[config.mk]
export PLATFORM = sky130hd
export DESIGN_NAME = stkctl_seq
export DESIGN_NICKNAME = d
export VERILOG_FILES = /design/src/rtl/stkctl_pkg.sv /design/src/rtl/stkctl_agen.sv /design/src/rtl/stkctl_ptrs.sv /design/src/rtl/stkctl_fsm.sv /design/src/rtl/stkctl_seq.sv
export SDC_FILE = /design/constraint.sdc
export NUM_CORES = 1
export LEC_CHECK = 0
export CELL_PAD_IN_SITES_DETAIL_PLACEMENT = 0
export CELL_PAD_IN_SITES_GLOBAL_PLACEMENT = 1
export CORE_AREA = 2 2 296 298
export DETAILED_ROUTE_END_ITERATION = 8
export DIE_AREA = 0 0 298 300
export DONT_BUFFER_PORTS = 1
export HOLD_SLACK_MARGIN = 0.05
export PLACE_DENSITY_LB_ADDON = 0.1
export RECOVER_POWER = 50
export SYNTH_ARGS = -nofsm -noshare
export SYNTH_HDL_FRONTEND = slang
export SYNTH_SLANG_ARGS = --single-unit
[constraint.sdc]
create_clock -name clk -period 3.98 [get_ports clk]
set_clock_uncertainty 0.05 [all_clocks]
set_input_delay 0.796 -clock clk [delete_from_list [all_inputs] [get_ports clk]]
set_output_delay 0.796 -clock clk [all_outputs]
set_load 0.01 [all_outputs]
[src/rtl/stkctl_pkg.sv]
package stkctl_pkg;
  typedef enum logic [2:0] {
    OP_SETSP = 3'd0,
    OP_PUSH  = 3'd1,
    OP_POP   = 3'd2,
    OP_CALL  = 3'd3,
    OP_RET   = 3'd4,
    OP_JMP   = 3'd5,
    OP_JCC   = 3'd6,
    OP_LEA   = 3'd7
  } stk_op_e;

  typedef enum logic {
    ST_IDLE = 1'b0,
    ST_MEM  = 1'b1
  } stk_state_e;
endpackage

[src/rtl/stkctl_agen.sv]
module stkctl_agen #(
  parameter int DW      = 64,
  parameter int DISP_W  = 32,
  parameter int SCALE_W = 2
) (
  input  logic [DW-1:0]      base,
  input  logic [DW-1:0]      idx,
  input  logic               idx_en,
  input  logic [SCALE_W-1:0] scale_sel,
  input  logic [DISP_W-1:0]  disp,
  output logic [DW-1:0]      ea
);
  logic [DW-1:0] disp_ext;
  logic [DW-1:0] idx_term;

  generate
    if (DISP_W < DW) begin : g_sext
      assign disp_ext = {{(DW-DISP_W){disp[DISP_W-1]}}, disp};
    end else begin : g_trunc
      assign disp_ext = disp[DW-1:0];
    end
  endgenerate

  always_comb begin
    idx_term = idx_en ? (idx << scale_sel) : '0;
    ea       = base + idx_term + disp_ext;
  end
endmodule

[src/rtl/stkctl_ptrs.sv]
module stkctl_ptrs #(
  parameter int            DW     = 64,
  parameter logic [DW-1:0] SP_RST = '0,
  parameter logic [DW-1:0] IP_RST = '0
) (
  input  logic          clk,
  input  logic          rst_n,
  input  logic          sp_we,
  input  logic [DW-1:0] sp_nxt,
  input  logic          ip_we,
  input  logic [DW-1:0] ip_nxt,
  output logic [DW-1:0] sp_q,
  output logic [DW-1:0] ip_q
);
  always_ff @(posedge clk or negedge rst_n) begin
    if (!rst_n) begin
      sp_q <= SP_RST;
    end else if (sp_we) begin
      sp_q <= sp_nxt;
    end
  end

  always_ff @(posedge clk or negedge rst_n) begin
    if (!rst_n) begin
      ip_q <= IP_RST;
    end else if (ip_we) begin
      ip_q <= ip_nxt;
    end
  end
endmodule

[src/rtl/stkctl_fsm.sv]
module stkctl_fsm
  import stkctl_pkg::*;
#(
  parameter int DW = 64
) (
  input  logic          clk,
  input  logic          rst_n,
  input  logic          req_valid,
  input  logic [2:0]    req_op,
  input  logic [DW-1:0] src_val,
  input  logic [DW-1:0] tgt_val,
  input  logic [DW-1:0] nxt_ip,
  input  logic          cond_taken,
  input  logic [DW-1:0] ea,
  input  logic          idx_fault,
  input  logic [DW-1:0] sp_q,
  input  logic          mem_rdy,
  input  logic [DW-1:0] mem_rdata,
  output logic          busy,
  output logic          mem_req,
  output logic          mem_we,
  output logic [DW-1:0] mem_addr,
  output logic [DW-1:0] mem_wdata,
  output logic          sp_we,
  output logic [DW-1:0] sp_nxt,
  output logic          ip_we,
  output logic [DW-1:0] ip_nxt,
  output logic          dst_we,
  output logic [DW-1:0] dst_val,
  output logic          done,
  output logic          align_err,
  output logic          idx_err
);
  localparam int            WORD_BYTES = DW / 8;
  localparam int            ALIGN_W    = $clog2(WORD_BYTES);
  localparam logic [DW-1:0] STEP       = DW'(WORD_BYTES);

  stk_state_e    st_q, st_d;
  stk_op_e       op_q, op_in;
  logic [DW-1:0] addr_q, wdata_q, tgt_q, nip_q;
  logic          latch_en;
  logic          is_mem_op, is_write_op, misalign;
  logic [DW-1:0] acc_addr;
  logic          done_d, align_d, idx_d, dst_we_d;
  logic [DW-1:0] dst_val_d;

  always_comb begin
    op_in       = stk_op_e'(req_op);
    is_mem_op   = (op_in == OP_PUSH) || (op_in == OP_POP) ||
                  (op_in == OP_CALL) || (op_in == OP_RET);
    is_write_op = (op_in == OP_PUSH) || (op_in == OP_CALL);
    acc_addr    = is_write_op ? (sp_q - STEP) : sp_q;
    misalign    = |acc_addr[ALIGN_W-1:0];
  end

  always_comb begin
    st_d      = st_q;
    latch_en  = 1'b0;
    sp_we     = 1'b0;
    sp_nxt    = sp_q;
    ip_we     = 1'b0;
    ip_nxt    = nxt_ip;
    done_d    = 1'b0;
    align_d   = 1'b0;
    idx_d     = 1'b0;
    dst_we_d  = 1'b0;
    dst_val_d = ea;
    if (st_q == ST_IDLE) begin
      if (req_valid) begin
        if (is_mem_op) begin
          if (misalign) begin
            align_d = 1'b1;
          end else begin
            st_d     = ST_MEM;
            latch_en = 1'b1;
          end
        end else begin
          case (op_in)
            OP_SETSP: begin
              sp_we  = 1'b1;
              sp_nxt = src_val;
              ip_we  = 1'b1;
              done_d = 1'b1;
            end
            OP_JMP: begin
              ip_we  = 1'b1;
              ip_nxt = tgt_val;
              done_d = 1'b1;
            end
            OP_JCC: begin
              ip_we  = 1'b1;
              ip_nxt = cond_taken ? tgt_val : nxt_ip;
              done_d = 1'b1;
            end
            default: begin
              if (idx_fault) begin
                idx_d = 1'b1;
              end else begin
                dst_we_d = 1'b1;
                ip_we    = 1'b1;
                done_d   = 1'b1;
              end
            end
          endcase
        end
      end
    end else if (mem_rdy) begin
      st_d   = ST_IDLE;
      done_d = 1'b1;
      sp_we  = 1'b1;
      ip_we  = 1'b1;
      ip_nxt = nip_q;
      case (op_q)
        OP_PUSH: sp_nxt = addr_q;
        OP_CALL: begin
          sp_nxt = addr_q;
          ip_nxt = tgt_q;
        end
        OP_POP: begin
          sp_nxt    = addr_q + STEP;
          dst_we_d  = 1'b1;
          dst_val_d = mem_rdata;
        end
        default: begin
          sp_nxt = addr_q + STEP;
          ip_nxt = mem_rdata;
        end
      endcase
    end
  end

  always_ff @(posedge clk or negedge rst_n) begin
    if (!rst_n) begin
      st_q <= ST_IDLE;
    end else begin
      st_q <= st_d;
    end
  end

  always_ff @(posedge clk or negedge rst_n) begin
    if (!rst_n) begin
      op_q    <= OP_SETSP;
      addr_q  <= '0;
      wdata_q <= '0;
      tgt_q   <= '0;
      nip_q   <= '0;
    end else if (latch_en) begin
      op_q    <= op_in;
      addr_q  <= acc_addr;
      wdata_q <= (op_in == OP_CALL) ? nxt_ip : src_val;
      tgt_q   <= tgt_val;
      nip_q   <= nxt_ip;
    end
  end

  always_ff @(posedge clk or negedge rst_n) begin
    if (!rst_n) begin
      done      <= 1'b0;
      align_err <= 1'b0;
      idx_err   <= 1'b0;
      dst_we    <= 1'b0;
    end else begin
      done      <= done_d;
      align_err <= align_d;
      idx_err   <= idx_d;
      dst_we    <= dst_we_d;
    end
  end

  always_ff @(posedge clk or negedge rst_n) begin
    if (!rst_n) begin
      dst_val <= '0;
    end else if (dst_we_d) begin
      dst_val <= dst_val_d;
    end
  end

  always_comb begin
    busy      = (st_q == ST_MEM);
    mem_req   = (st_q == ST_MEM);
    mem_we    = (op_q == OP_PUSH) || (op_q == OP_CALL);
    mem_addr  = addr_q;
    mem_wdata = wdata_q;
  end
endmodule

[src/rtl/stkctl_seq.sv]
module stkctl_seq #(
  parameter int            DW      = 64,
  parameter int            DISP_W  = 32,
  parameter int            SCALE_W = 2,
  parameter logic [DW-1:0] SP_RST  = 64'h80,
  parameter logic [DW-1:0] IP_RST  = 64'h1000
) (
  input  logic               clk,
  input  logic               rst_n,
  input  logic               req_valid,
  input  logic [2:0]         req_op,
  input  logic [DW-1:0]      src_val,
  input  logic [DW-1:0]      tgt_val,
  input  logic [DW-1:0]      nxt_ip,
  input  logic               cond_taken,
  input  logic [DW-1:0]      base_val,
  input  logic               base_sp,
  input  logic [DW-1:0]      idx_val,
  input  logic               idx_en,
  input  logic               idx_sp,
  input  logic [SCALE_W-1:0] scale_sel,
  input  logic [DISP_W-1:0]  disp,
  output logic               busy,
  output logic               mem_req,
  output logic               mem_we,
  output logic [DW-1:0]      mem_addr,
  output logic [DW-1:0]      mem_wdata,
  input  logic [DW-1:0]      mem_rdata,
  input  logic               mem_rdy,
  output logic [DW-1:0]      sp_o,
  output logic [DW-1:0]      ip_o,
  output logic               dst_we,
  output logic [DW-1:0]      dst_val,
  output logic               done,
  output logic               align_err,
  output logic               idx_err
);
  logic [DW-1:0] sp_q, ip_q, base_mux, ea;
  logic          sp_we, ip_we, idx_fault;
  logic [DW-1:0] sp_nxt, ip_nxt;

  assign base_mux  = base_sp ? sp_q : base_val;
  assign idx_fault = idx_en & idx_sp;

  stkctl_agen #(.DW(DW), .DISP_W(DISP_W), .SCALE_W(SCALE_W)) agen_i (
    .base(base_mux), .idx(idx_val), .idx_en(idx_en),
    .scale_sel(scale_sel), .disp(disp), .ea(ea)
  );

  stkctl_fsm #(.DW(DW)) fsm_i (
    .clk(clk), .rst_n(rst_n), .req_valid(req_valid), .req_op(req_op),
    .src_val(src_val), .tgt_val(tgt_val), .nxt_ip(nxt_ip),
    .cond_taken(cond_taken), .ea(ea), .idx_fault(idx_fault), .sp_q(sp_q),
    .mem_rdy(mem_rdy), .mem_rdata(mem_rdata), .busy(busy), .mem_req(mem_req),
    .mem_we(mem_we), .mem_addr(mem_addr), .mem_wdata(mem_wdata),
    .sp_we(sp_we), .sp_nxt(sp_nxt), .ip_we(ip_we), .ip_nxt(ip_nxt),
    .dst_we(dst_we), .dst_val(dst_val), .done(done),
    .align_err(align_err), .idx_err(idx_err)
  );

  stkctl_ptrs #(.DW(DW), .SP_RST(SP_RST), .IP_RST(IP_RST)) ptrs_i (
    .clk(clk), .rst_n(rst_n), .sp_we(sp_we), .sp_nxt(sp_nxt),
    .ip_we(ip_we), .ip_nxt(ip_nxt), .sp_q(sp_q), .ip_q(ip_q)
  );

  assign sp_o = sp_q;
  assign ip_o = ip_q;
endmodule

==> out/results.ini, run 1 <==
[outcome]
outcome=complete, but fails checks
violations=hold timing, slew limit, setup timing

[timing]
finalCriticalPeriod_ns=4.182
rsz0062_at_grt=true
fin_ws_ns=-0.2017
slew_viol_final=37
period_share_pct=105.1
slew_headroom_pct=-2.245
holdWs_ns=-0.1958
finalHoldViolations=220
fmax_mhz=239.1
setup_viol=21
tightest_slew_ns=1.534
finalSetupTns_ns=-1.995

[route]
routed-wl-met3_um=15010
ant_nets=0
wl_met1_um=63230
wl_met2_um=64900
post_drt_wl_per_cell_um=31.62
routed.top_layer=met5
routed_via_density=5.781
routed_wl_um=147000
vias=26870
drtPass1Iterations=6
drc=0
drt_iter0_drc=2447

[die]
die_x_um=298
rows=108
ioPinCount=756
start_util_pct=34.52
core_mm2=0.08621
die_h_um=300
fp.dieArea_mm2=0.08940

[grt]
grt_max_degree=457
grt_pass1_vias=26740
antenna_found_initial=40
gr-total-overflow=0
grt_pass1_wl_um=207400
grt.total_usage_pct=31.93

[clocking]
clk_path_buf_depth=3
cts_sinks=456
cts_buffers=56
root_buffer=clkbuf_16
clk_pin_slew_worst_paths_ns=0.06
clk_latency_ns=0.65
cts_tree=yes
cts_max_level=2

[synth]
synthTopCellsByArea=dfrtp_1, mux2_2, nand2_1, o21ai_0, fa_1
synth.most_common_cell=nand2_1
synth.top_cell.area_share_pct=38.17
synth.yosys.seq_area_share_pct=38.35
synthCells=3218
dominantRegCellSynth=dfrtp_1
synth-edff-count=0
ys_top_cells_by_count=nand2_1, dfrtp_1, o21ai_0, a21oi_1, mux2_2
synth.distinct_cells=92
ys_warn_count=0
syn_avg_cell_area_um2=9.248
ys_ff_latch=456
synth_fp_nets=3775
yosysTopAreaCell=dfrtp_1
async_flop_share_pct=100.0
synth_area_mm2=0.02976

[critical_path]
cp-end-kind=flop
arrival_ns=4.63
crit_type=in2reg
worst-path-max-fanout=64
cp.required_ns=4.43
worstSetupStartpointType=primary input

[job]
cap_viol_max_count=0

[power]
leakagePower_nw=15.98
p_sw_share_pct=44.24
p_seq_share_pct=32.9
vdd_drop_max_uv=375.8
pwr-share-clk_pct=18.4
power_density_mw_per_mm2=817.8
pwr-share-comb_pct=48.7
switchingPower_mw=13.03
internal-power_mw=16.42

[layout]
layout-drive-gt1-share_pct=23.59
final_util_pct=41.77
finalNetCount=3993
syn2layout_area_growth_pct=21.00

[min_path]
min-delay-path-class=in2async

[placement]
hpwl_um=114300
place.gp.congestion=0.9671
port_buffers=0

## per-stage QoR
step	instances	hold WS, ns	area, um^2	setup slack (ns)	total power [mW]
detailed placement	4525	0.4444	33450	-1.131	23.29
CTS	4633	-0.2362	35710	-0.1233	29.17
global route	4638	-0.2286	35980	-0.2717	31.20
finish	4649	-0.1958	36010	-0.2017	29.45
global placement	4525	0.4371	33450	-0.9747	23.17
floorplan	3218	0.4294	29880	-0.7105	16.54
## cell usage in the layout, fill, tap and decap left out, drive strengths merged, types with 10 or more instances in the layout
cell	netlist	layout
nand2b	10	10
xnor2	104	104
nor3b	18	18
o211a	54	54
a311oi	20	20
nand3	139	139
nand4	39	39
o22ai	41	41
mux2	214	214
mux2i	112	112
o21ai	285	285
a221o	19	19
clkbuf	194	82
a221oi	48	48
nand2	521	521
nor2	118	118
or3	17	17
xor2	71	71
o31ai	52	52
fa	64	64
a21o	34	34
o21bai	18	18
ha	64	64
dfrtp	454	454
diode	0	14
buf	39	393
nor3	47	47
clkinv	2	15
nor4	15	15
a21oi	220	220
and2	19	19
inv	53	54
## worst paths after layout
kind | from | end | slack [ns] | cells after the start
worst min register to register | fsm_i.tgt_q[6]$_DFFE_PN0P_ | fsm_i.tgt_q[6]$_DFFE_PN0P_ | 0.46 | 1
min in group clk | mem_rdy | fsm_i.busy$_DFF_PN0_ | 0.19 | 1
worst max register to register | ptrs_i.sp_q[18]$_DFFE_PN0P_ | fsm_i.dst_val[58]$_DFFE_PN0P_ | -0.04 | 13
worst min-delay path | rst_n | fsm_i.mem_wdata[30]$_DFFE_PN0P_ | -0.20 | 0
worst max-delay path | scale_sel[0] | fsm_i.dst_val[58]$_DFFE_PN0P_ | -0.20 | 17
max in group asynchronous | rst_n | ptrs_i.sp_q[35]$_DFFE_PN0P_ | 2.81 | 0
## layout make-up
| cell class | instances | area (um^2) |
|---|---|---|
| timing repair buffer | 393 | 3110 |
| multi-input combinational | 2474 | 17860 |
| clock inverter | 20 | 277.8 |
| fill | 8617 | 50200 |
| inverter | 55 | 206.4 |
| antenna | 14 | 35.03 |
| tap | 1155 | 1445 |
| clock buffer | 82 | 1660 |
| sequential | 456 | 11420 |
## sequential cells by signal, indices dropped and copies added (netlist names)
name / cells
fsm_i.dst_val: 64
fsm_i.busy: 1
fsm_i.done: 1
fsm_i.mem_wdata: 64
fsm_i.idx_err: 1
fsm_i.mem_addr: 64
fsm_i.tgt_q: 64
ptrs_i.ip_q: 64
fsm_i.align_err: 1
fsm_i.nip_q: 64
fsm_i.dst_we: 1
fsm_i.op_q: 3
ptrs_i.sp_q: 64
## metal layers
layer | up-vias | global-route usage, %
met4 | 32 | 7.514
met2 | 1182 | 48.84
met5 | - | 0
met3 | 205 | 10.74
li1 | 12010 | -
met1 | 13450 | 43.51
## logic make-up (layout without fill, tap and decap cells)
| group | after synthesis | after routing | share of synthesized area (%) |
|---|---|---|---|
| buf+inv | 288 | 550 | 3.771 |
| other cells | 0 | 14 | 0 |
| compound gates | 853 | 853 | 18.21 |
| fa+ha+maj | 128 | 128 | 6.996 |
| mux | 328 | 328 | 12.02 |
| simple gates | 990 | 990 | 15.51 |
| flops | 456 | 456 | 38.35 |
| xor+xnor | 175 | 175 | 5.150 |
## power by group through the flow
stage	sequential [mW]	clock, mW	combinational, mW
after detailed placement	9.74	0	13.6
final	9.69	5.42	14.3
after floorplan	9.01	0	7.52
after global routing	9.92	5.74	15.5
after CTS	9.69	5.52	13.9
after global placement	9.71	0	13.5
## worst max-delay path, cell delays in order
cell	delay, ns
mux2i_4	0.24
nor2_1	0.06
a31oi_1	0.18
nor2b_1	0.10
fa_1	0.52
buf_6	0.15
ha_4	0.26
a21oi_4	0.05
nand4b_1	0.32
a2111o_1	0.53
o211ai_4	0.14
nand2_2	0.10
a311o_1	0.33
o41ai_2	0.38
a21o_2	0.22
xnor2_2	0.12
a21oi_1	0.08
## repair_timing
| action | CTS | global route |
|---|---|---|
| pin swaps | 32 | 48 |
| resized for setup | 50 | 53 |
| buffers inserted | 6 | 4 |
| endpoints found under the hold margin | 455 | 454 |
| setup endpoints to repair | 34 | 33 |
Note: power is estimated with default switching activity, not from simulation.
==> run 2: changes to the inputs <==
--- a/config.mk
+++ b/config.mk
@@ -14,6 +14,7 @@
 export HOLD_SLACK_MARGIN = 0.05
 export PLACE_DENSITY_LB_ADDON = 0.1
 export RECOVER_POWER = 50
+export SLEW_MARGIN = 20
 export SYNTH_ARGS = -nofsm -noshare
 export SYNTH_HDL_FRONTEND = slang
 export SYNTH_SLANG_ARGS = --single-unit
==> results of run 2 <==
Final layout, timing and power as in run 1 (identical DEF).
